--- config.mk ---
export PLATFORM = sky130hd
export DESIGN_NAME = irq_dest_resolver
export DESIGN_NICKNAME = d
export VERILOG_FILES = /design/src/rtl/irq_dr_pkg.sv /design/src/rtl/irq_dr_match.sv /design/src/rtl/irq_dr_rr.sv /design/src/rtl/irq_dest_resolver.sv
export SDC_FILE = /design/constraint.sdc
export NUM_CORES = 1
export LEC_CHECK = 0
export BUFFER_PORTS_ARGS = -buffer_cell sky130_fd_sc_hd__buf_2
export CAP_MARGIN = 20
export CORE_ASPECT_RATIO = 1.4
export CORE_MARGIN = 4
export CORE_UTILIZATION = 45
export DETAILED_ROUTE_END_ITERATION = 6
export GPL_TIMING_DRIVEN = 0
export PLACE_DENSITY = 0.93
export SYNTH_ARGS = -nofsm -noshare
export SYNTH_HDL_FRONTEND = slang
export SYNTH_HIERARCHICAL = 1
export SYNTH_SLANG_ARGS = --single-unit
--- constraint.sdc ---
create_clock -name clk -period 3.6 [get_ports clk]
set_input_delay 0.36 -clock clk [delete_from_list [all_inputs] [get_ports clk]]
set_output_delay 0.36 -clock clk [all_outputs]
set_load 0.02 [all_outputs]
--- src/rtl/irq_dr_pkg.sv ---
// Shared constants and delivery-mode type for the interrupt destination resolver.
package irq_dr_pkg;

    // Delivery mode codes carried in the routing entry
    typedef enum logic [2:0] {
        DLV_FIXED  = 3'b000,
        DLV_LOWEST = 3'b001,
        DLV_SMI    = 3'b010,
        DLV_RSV3   = 3'b011,
        DLV_NMI    = 3'b100,
        DLV_INIT   = 3'b101,
        DLV_RSV6   = 3'b110,
        DLV_EXTINT = 3'b111
    } dlv_e;

    localparam int VEC_W = 8;

    // True for codes that this block forwards to processors
    function automatic logic dlv_supported(input dlv_e m);
        return (m == DLV_FIXED) || (m == DLV_LOWEST) || (m == DLV_EXTINT);
    endfunction

endpackage

--- src/rtl/irq_dr_match.sv ---
// Destination matcher: turns a destination field and mode into a target
// bit set over N_CPU processors.
// Assumes ID_W is even (cluster split into two equal halves) and that the
// all-ones physical ID means broadcast.
module irq_dr_match #(
    parameter int N_CPU = 4,
    parameter int ID_W  = 8
) (
    input  logic [ID_W-1:0]       dest,
    input  logic                  logical,
    input  logic [N_CPU*ID_W-1:0] phys_ids,
    input  logic [N_CPU*ID_W-1:0] log_ids,
    input  logic [N_CPU-1:0]      cluster,
    output logic [N_CPU-1:0]      target
);

    localparam int HALF_W = ID_W / 2;
    localparam logic [ID_W-1:0] BCAST = {ID_W{1'b1}};

    logic [N_CPU-1:0] phys_hit;
    logic [N_CPU-1:0] log_hit;
    logic [N_CPU-1:0] phys_first;

    // Per-processor comparators, one copy per processor
    for (genvar i = 0; i < N_CPU; i++) begin : g_cpu
        logic [ID_W-1:0] pid;
        logic [ID_W-1:0] lid;
        assign pid = phys_ids[i*ID_W +: ID_W];
        assign lid = log_ids[i*ID_W +: ID_W];
        assign phys_hit[i] = (pid == dest);
        // Flat: any common bit; cluster: same cluster and a common member bit
        assign log_hit[i] = cluster[i]
            ? ((lid[ID_W-1:HALF_W] == dest[ID_W-1:HALF_W]) &&
               (|(lid[HALF_W-1:0] & dest[HALF_W-1:0])))
            : (|(lid & dest));
    end

    // Keep only the lowest-indexed physical match
    always_comb begin
        logic found;
        found      = 1'b0;
        phys_first = '0;
        for (int i = 0; i < N_CPU; i++) begin
            if (phys_hit[i] && !found) begin
                phys_first[i] = 1'b1;
                found         = 1'b1;
            end
        end
    end

    // Select the final target set by mode
    always_comb begin
        if (!logical)
            target = (dest == BCAST) ? {N_CPU{1'b1}} : phys_first;
        else if (dest == '0)
            target = '0;
        else
            target = log_hit;
    end

endmodule

--- src/rtl/irq_dr_rr.sv ---
// Rotating single-target picker for lowest-priority delivery.
// Holds the index of the processor chosen last; the search begins one
// above it and wraps. Assumes N_CPU >= 2.
module irq_dr_rr #(
    parameter int N_CPU = 4
) (
    input  logic             clk,
    input  logic             rst_n,
    input  logic [N_CPU-1:0] cand,
    input  logic             advance,
    output logic [N_CPU-1:0] grant
);

    localparam int IDX_W = $clog2(N_CPU);
    localparam logic [IDX_W-1:0] LAST_INIT = IDX_W'(N_CPU - 1);

    logic [IDX_W-1:0] last_q;
    logic [IDX_W-1:0] pick_idx;
    logic             pick_ok;

    // Search upward from last_q+1 with wrap for the first candidate
    always_comb begin
        int j;
        grant    = '0;
        pick_idx = last_q;
        pick_ok  = 1'b0;
        for (int k = 1; k <= N_CPU; k++) begin
            j = int'(last_q) + k;
            if (j >= N_CPU) j = j - N_CPU;
            if (cand[j] && !pick_ok) begin
                grant[j] = 1'b1;
                pick_idx = IDX_W'(j);
                pick_ok  = 1'b1;
            end
        end
    end

    // Remember the processor chosen by a completed delivery
    always_ff @(posedge clk) begin
        if (!rst_n)
            last_q <= LAST_INIT;
        else if (advance && pick_ok)
            last_q <= pick_idx;
    end

    AST_RR_ONE_GRANT: assert property (@(posedge clk) disable iff (!rst_n)
        $onehot0(grant));
    AST_RR_GRANT_FROM_CAND: assert property (@(posedge clk) disable iff (!rst_n)
        (cand != '0) |-> (grant != '0));

endmodule

--- src/rtl/irq_dest_resolver.sv ---
// Interrupt destination resolver top.
// Resolves one routing entry per cycle into registered per-processor
// injection strobes. Pin 0 is pinned to processor 0. Unsupported delivery
// modes raise err_mode. Level injections onto busy vectors raise warn_level.
// Assumes cpu_vec_busy is valid in the same cycle as req_valid.
module irq_dest_resolver
    import irq_dr_pkg::*;
#(
    parameter int N_CPU = 4,
    parameter int ID_W  = 8,
    parameter int PIN_W = 5
) (
    input  logic                  clk,
    input  logic                  rst_n,
    input  logic                  req_valid,
    input  logic [PIN_W-1:0]      req_pin,
    input  logic [ID_W-1:0]       req_dest,
    input  logic                  req_logical,
    input  logic [2:0]            req_dlv,
    input  logic [VEC_W-1:0]      req_vector,
    input  logic                  req_level,
    input  logic [N_CPU*ID_W-1:0] cpu_phys_id,
    input  logic [N_CPU*ID_W-1:0] cpu_log_id,
    input  logic [N_CPU-1:0]      cpu_cluster,
    input  logic [N_CPU-1:0]      cpu_vec_busy,
    output logic [N_CPU-1:0]      inj_strobe,
    output logic [VEC_W-1:0]      inj_vector,
    output logic                  inj_level,
    output logic                  err_mode,
    output logic                  warn_level
);

    localparam logic [N_CPU-1:0] CPU0_ONLY = N_CPU'(1);

    dlv_e             mode;
    logic [N_CPU-1:0] target;
    logic [N_CPU-1:0] rr_grant;
    logic             has_tgt;
    logic             from_pin0;
    logic             rr_advance;
    logic [N_CPU-1:0] strobe_d;
    logic             err_d;
    logic             warn_d;

    assign mode      = dlv_e'(req_dlv);
    assign has_tgt   = |target;
    assign from_pin0 = (req_pin == '0);

    irq_dr_match #(.N_CPU(N_CPU), .ID_W(ID_W)) u_match (
        .dest     (req_dest),
        .logical  (req_logical),
        .phys_ids (cpu_phys_id),
        .log_ids  (cpu_log_id),
        .cluster  (cpu_cluster),
        .target   (target)
    );

    // Rotation advances only on a real lowest-priority pick
    assign rr_advance = req_valid && (mode == DLV_LOWEST) && !from_pin0;

    irq_dr_rr #(.N_CPU(N_CPU)) u_rr (
        .clk     (clk),
        .rst_n   (rst_n),
        .cand    (target),
        .advance (rr_advance),
        .grant   (rr_grant)
    );

    // Choose the strobe pattern from mode, pin and target set
    always_comb begin
        strobe_d = '0;
        if (req_valid && has_tgt) begin
            unique case (mode)
                DLV_FIXED, DLV_EXTINT: strobe_d = from_pin0 ? CPU0_ONLY : target;
                DLV_LOWEST:            strobe_d = from_pin0 ? CPU0_ONLY : rr_grant;
                default:               strobe_d = '0;
            endcase
        end
    end

    // Error and warning conditions for this request
    always_comb begin
        err_d  = req_valid && has_tgt && !dlv_supported(mode);
        warn_d = req_valid && req_level && (|(strobe_d & cpu_vec_busy));
    end

    // Register the pulses
    always_ff @(posedge clk) begin
        if (!rst_n) begin
            inj_strobe <= '0;
            err_mode   <= 1'b0;
            warn_level <= 1'b0;
        end else begin
            inj_strobe <= strobe_d;
            err_mode   <= err_d;
            warn_level <= warn_d;
        end
    end

    // Capture vector and trigger of each accepted request
    always_ff @(posedge clk) begin
        if (!rst_n) begin
            inj_vector <= '0;
            inj_level  <= 1'b0;
        end else if (req_valid) begin
            inj_vector <= req_vector;
            inj_level  <= req_level;
        end
    end

    AST_LOWPRI_SINGLE: assert property (@(posedge clk) disable iff (!rst_n)
        (req_valid && req_dlv == 3'b001) |=> $onehot0(inj_strobe));
    AST_PIN0_ONLY_CPU0: assert property (@(posedge clk) disable iff (!rst_n)
        (req_valid && req_pin == '0) |=> (inj_strobe[N_CPU-1:1] == '0));
    AST_ERR_NO_STROBE: assert property (@(posedge clk) disable iff (!rst_n)
        err_mode |-> (inj_strobe == '0));
    AST_LOGICAL_ZERO_QUIET: assert property (@(posedge clk) disable iff (!rst_n)
        (req_valid && req_logical && req_dest == '0) |=> (inj_strobe == '0 && !err_mode));
    AST_WARN_WITH_LEVEL: assert property (@(posedge clk) disable iff (!rst_n)
        warn_level |-> (inj_level && inj_strobe != '0));
    AST_IDLE_QUIET: assert property (@(posedge clk) disable iff (!rst_n)
        !req_valid |=> (inj_strobe == '0 && !err_mode && !warn_level));

endmodule

==> results of run 1 <==
[Yosys cell counts, types with 2 or more instances]
cell type   n
a21boi_0    3
a21oi_1     4
a221oi_1    4
a22o_1      4
a22oi_1     4
buf_2       2
buf_4       6
buf_6       4
dfxtp_1    17
ha_1       24
inv_1       3
mux2i_1    13
mux4_2      3
nand2_1    12
nand3_1     6
nand4_1     4
nor2_1      6
nor2b_1    11
nor4_1     14
o211ai_1    4
o211ai_2    2
o21ai_0     5
o21ai_1     5
o2bb2ai_1   4
o41ai_1     3
xnor2_1     8
xor2_1     22
xor2_2      2
[power breakdown]
group	internal (mW)	total, mW	switching, mW	leakage, nW
Combinational	0.131	0.272	0.140	1.17
Sequential	0.196	0.201	0.00462	0.139
Clock	0.0770	0.145	0.0684	0.0255
Total	0.404	0.618	0.213	1.33
[layer usage]
layer,GRT usage,up-vias
li1,-,1079
met1,0.2056,1034
met2,0.4507,121
met3,0.03851,24
met4,0.09623,0
met5,0,-
[worst max-delay path, cell delays in order]
cell	delay, ns
buf_2	0.14
buf_4	0.18
xor2_1	0.26
nor4_2	0.10
and2_1	0.16
or3_4	0.36
o211ai_4	0.30
mux4_2	0.40
and2b_2	0.27
a22oi_1	0.14
o211ai_1	0.10
mux2i_1	0.18
o2bb2ai_1	0.11
a222oi_1	0.39
o32ai_1	0.13
[through the flow]
| step | util | std cells | setup WS (ns) | hold WS, ns | cell area [um2] |
|---|---|---|---|---|---|
| detailed placement | 0.6222 | 392 | -0.1745 | 0.5030 | 2681 |
| finish | 0.6463 | 398 | 0.1414 | 0.3660 | 2785 |
| global route | 0.6463 | 398 | -0.03791 | 0.3802 | 2785 |
| global placement | 0.6222 | 392 | -0.1372 | 0.4652 | 2681 |
| CTS | 0.6330 | 396 | 0.03088 | 0.3791 | 2728 |
| floorplan | - | 222 | 0.4924 | 0.4400 | 2056 |
[cell type report]
type,instances,area (um2),area share
buffer,12,100.1,0.03594
clock buffer,3,41.29,0.01482
clock inverter,1,5.005,0.001797
inverter,3,11.26,0.004043
multi-input combinational,190,1647,0.5912
sequential,17,340.3,0.1222
tap,60,75.07,0.02695
timing repair buffer,112,565.5,0.2031
[sequential cells by signal, indices dropped and copies added, names as in the netlist]
signal	cells
inj_vector	8
inj_strobe	4
u_rr/last_q	2
err_mode	1
inj_level	1
warn_level	1
[cell families (layout without fill, tap and decap cells)]
logic type	Yosys count	count (layout)	synth area share
buf+inv	15	131	0.05417
fa+ha+maj	24	24	0.1461
simple gates	67	67	0.1929
xor+xnor	32	32	0.1436
mux	18	18	0.1144
flops	17	17	0.1656
compound gates	49	49	0.1832
[worst paths after layout]
| path | slack, ns | startpoint | end | cells after the start |
|---|---|---|---|---|
| hold / removal | 0.37 | req_vector[0] | inj_vector[0] | 3 |
| setup reg to reg | 0.64 | u_rr/last_q[0] | warn_level | 11 |
| hold reg to reg | 0.52 | inj_vector[2] | inj_vector[2] | 2 |
| setup / recovery | 0.14 | req_dest[4] | warn_level | 15 |
[timing repair]
item,4_1_cts,5_1_grt
hold endpoints to repair,0,0
endpoints found under the setup margin,0,3
gates resized for setup,0,7
buffers inserted,0,2
==> results.py, run 1 <==
metrics = {
    "outcome": {
        "outcome": "finished clean",
    },
    "die": {
        "start_util": 0.4771,
        "dieArea_um2": 5729,
        "die_y_um": 87.97,
        "io_pins": 116,
        "dieWidth_um": 65.13,
        "core_um2": 4309,
        "rows": 28,
    },
    "yosys": {
        "async_flop_share": 0,
        "synth_ff_type": "dfxtp_1",
        "yosysTopAreaCellShare": 0.1656,
        "synth_seq_cells": 17,
        "synth_warnings": 6,
        "syn_inst": 222,
        "post_synth_main_area_contributors": "dfxtp_1, ha_1, xor2_1",
        "synth_edf_count": 0,
        "syn_area_um2": 2056,
        "syn_area_per_cell_um2": 9.260,
        "syn-num-nets": 347,
        "seq_area_frac_synth": 0.1656,
        "yosysUniqueCellTypes": 51,
        "synth_largest_area_cell": "dfxtp_1",
    },
    "cells_and_area": {
        "n_antenna_cell": 0,
        "final_cell_mix": "buf_2, ha_1, xor2_1",
        "fill_cells": 345,
        "drive_above_1_share": 0.4320,
        "layout.nets": 464,
        "areaGrowthSynthToFinish_pct": 35.48,
        "final_common_cell": "buf_2",
    },
    "power_and_ir_drop": {
        "totalPowerFinal_mw": 0.6176,
        "p_leak_nw": 1.334,
        "p_per_area_nw_per_um2": 221.7,
        "vdd_drop_max_v": 0.0001186,
    },
    "clocking": {
        "htree_levels": 1,
        "hold_buffers": 0,
        "cts_made_buffers": 3,
        "clock_latency_ns": 0.26,
        "cts_tree": "done",
        "cts-root-buf": "clkbuf_8",
        "cts_max_path_buffers": 2,
        "clk_pin_slew_ns": 0.07,
        "cts.sinks": 17,
    },
    "drt": {
        "routedWlPerCell_um": 16.41,
        "met1Wirelength_mm": 2.241,
        "met3_length_um": 478,
        "top_layer": "met4",
        "drtIter0Drc": 158,
        "wl_mm": 6.533,
        "vias": 2258,
        "wl_met2_mm": 3.589,
        "drc": 0,
        "first_pass_iters": 4,
        "postRouteAntennaNets": 0,
        "via_per_inst": 5.673,
    },
    "setup_path": {
        "critPathLaunchType": "primary input",
        "crit_path_max_fanout": 8,
        "worstPathRequired_ns": 3.73,
        "crit_type": "primary input to register",
        "end_kind": "register",
        "crit_arrival_ns": 3.59,
    },
    "sta": {
        "tns_ns": 0,
        "final_hold_viol_count": 0,
        "timing.fmax_ghz": 0.2891,
        "worst_slew_pin_slew_ns": 0.6077,
        "setup_viol": 0,
        "fin_skew_ns": 0.001347,
        "min_period_ns": 3.459,
        "relSlewSlack": 0.5922,
        "drv_slew": 0,
        "fin_crit_sh": 0.9607,
    },
    "placed_design": {
        "numPortBuffers": 110,
        "place_hpwl_mm": 5.255,
        "routabilityCongestion": 0.7961,
    },
    "global_routing": {
        "grt_remaining_overflow": 0,
        "grt_pass1_vias": 2314,
        "grt_pass1_wl_mm": 10.02,
        "antenna_found_initial": 0,
        "grt_max_degree": 14,
        "grt_usage": 0.2194,
    },
    "hold_path": {
        "min_path_type": "primary input to register",
    },
    "flow_run": {
        "cap_violations": 0,
    },
}
No activity file was read; power rests on OpenSTA's default activity.
==> inputs of run 2 (changes only) <==
Settings changed: CORE_MARGIN 4 to 5.
==> results.py, run 2 (same netlist as run 1, synthesis figures left out) <==
metrics = {
    "outcome": {
        "outcome": "finished clean",
    },
    "sta": {
        "layout_setup_ws_ns": 0.2157,
        "tns_ns": 0,
        "setup_viol": 0,
        "timing.fmax_ghz": 0.2955,
        "fin_skew_ns": 0.007478,
        "final_hold_viol_count": 0,
        "hold-worst-slack_ns": 0.3685,
        "rsz0062_at_grt": "false",
        "drv_slew": 0,
        "fin_crit_sh": 0.9401,
        "worst_slew_pin_slew_ns": 0.5699,
        "relSlewSlack": 0.6166,
        "min_period_ns": 3.384,
    },
    "flow_run": {
        "cap_violations": 0,
    },
    "die": {
        "start_util": 0.4569,
        "core_um2": 4499,
        "dieWidth_um": 67.13,
        "die_y_um": 89.97,
        "io_pins": 116,
        "dieArea_um2": 6039,
        "rows": 29,
    },
    "drt": {
        "drc": 0,
        "drtIter0Drc": 114,
        "routedWlPerCell_um": 15.18,
        "postRouteAntennaNets": 0,
        "via_per_inst": 5.635,
        "wl_mm": 6.071,
        "vias": 2254,
        "first_pass_iters": 5,
    },
    "placed_design": {
        "placed_area_um2": 2684,
        "dp_slack_ns": -0.1887,
        "numPortBuffers": 110,
        "dp_cells": 394,
        "place_hpwl_mm": 5.178,
        "routabilityCongestion": 0.8200,
    },
    "setup_path": {
        "crit_type": "primary input to register",
        "cp_slowest_cell": "mux4_2",
        "end_kind": "register",
        "critPathLaunchType": "primary input",
        "reg2regPathDepth": 11,
        "worst_r2r_endpoint": "warn_level",
        "rrSetupSlack_ns": 0.75,
        "slowest_delay_ns": 0.58,
        "path_cells": "buf_2 > buf_6 > xor2_1 > nor4_2 > nand2_1 > a21oi_1 > o21ai_1 > mux4_2 > and2b_2 > a22oi_1 > o211ai_1 > mux2i_1 > o2bb2ai_1 > a222oi_1 > o32ai_1",
        "crit_arrival_ns": 3.51,
        "endpoint": "warn_level",
        "worstPathRequired_ns": 3.72,
        "crit_path_max_fanout": 8,
        "setup.worst_path.start": "req_dest[6]",
        "r2r-start": "u_rr/last_q[0]",
    },
    "cells_and_area": {
        "multi_input_area_um2": 1625,
        "areaGrowthSynthToFinish_pct": 34.69,
        "largest_register": "inj_vector",
        "fill_cells": 389,
        "regArea_um2": 340.3,
        "final_common_cell": "buf_2",
        "finalNonFillerCells": 400,
        "post-route-util": 0.6154,
        "drive_above_1_share": 0.4290,
        "top_regs": "inj_vector x8, inj_strobe x4, u_rr/last_q x2",
        "largest_register_ff_count": 8,
        "final_area_um2": 2769,
        "layout.nets": 464,
        "final_cell_mix": "buf_2, ha_1, xor2_1",
        "n_antenna_cell": 0,
    },
    "clocking": {
        "cts_max_path_buffers": 2,
        "cts-root-buf": "clkbuf_8",
        "hold_buffers": 0,
        "cts_made_buffers": 3,
        "htree_levels": 1,
        "cts_tree": "done",
        "clk_pin_slew_ns": 0.07,
        "clock_latency_ns": 0.25,
        "cts.sinks": 17,
    },
    "power_and_ir_drop": {
        "vdd_drop_max_v": 0.0001734,
        "totalPowerFinal_mw": 0.6054,
        "p_leak_nw": 1.329,
        "p_per_area_nw_per_um2": 218.6,
    },
    "global_routing": {
        "grt_max_degree": 14,
        "grt_pass1_wl_mm": 9.756,
        "grt_usage": 0.1933,
        "grt_remaining_overflow": 0,
        "grt_pass1_vias": 2391,
        "antenna_found_initial": 0,
    },
    "hold_path": {
        "min_path_type": "primary input to register",
    },
}
==> run 2: worst max-delay path: cells and delay by family <==
family	cells	cell delay, ns
AO/OA/AOI/OAI	7	1.27
multiplexers	2	0.72
AND/OR/NAND/NOR	3	0.69
buffers and inverters	2	0.29
XOR/XNOR	1	0.17
==> run 2: where the power goes <==
group | switching (mW) | internal [mW]
clock | 0.0647 | 0.0777
sequential | 0.00435 | 0.196
combinational | 0.133 | 0.130
==> run 2: area by class of cell <==
| class | instances | share of cell area |
|---|---|---|
| Multi-Input combinational cell | 190 | 0.5870 |
| Inverter | 3 | 0.004067 |
| Clock inverter | 1 | 0.002711 |
| Clock buffer | 3 | 0.01491 |
| Timing Repair Buffer | 112 | 0.2042 |
| Tap cell | 62 | 0.02802 |
| Buffer | 12 | 0.03615 |
| Sequential cell | 17 | 0.1229 |
==> run 2: worst min path at each step <==
stage | start | to | slack (ns) | cells past startpoint
detailed placement | inj_level | inj_level | 0.47 | 2
floorplan | rst_n | u_rr/last_q[0] | 0.44 | 1
finish | req_vector[4] | inj_vector[4] | 0.37 | 3
CTS | req_vector[4] | inj_vector[4] | 0.37 | 3
global placement | inj_level | inj_level | 0.46 | 2
global route | req_vector[4] | inj_vector[4] | 0.38 | 3
==> run 2: timing repair <==
item | CTS | global route
setup buffers | 0 | 2
resized for setup | 0 | 4
endpoints found under the setup margin | 0 | 4
==> run 2: layer usage <==
layer,share of wire,wire [um],global-route usage
met5,0,0,0
met3,0.10,618,0.03616
met4,0.036,216,0.05753
met2,0.52,3138,0.3700
met1,0.35,2098,0.2017
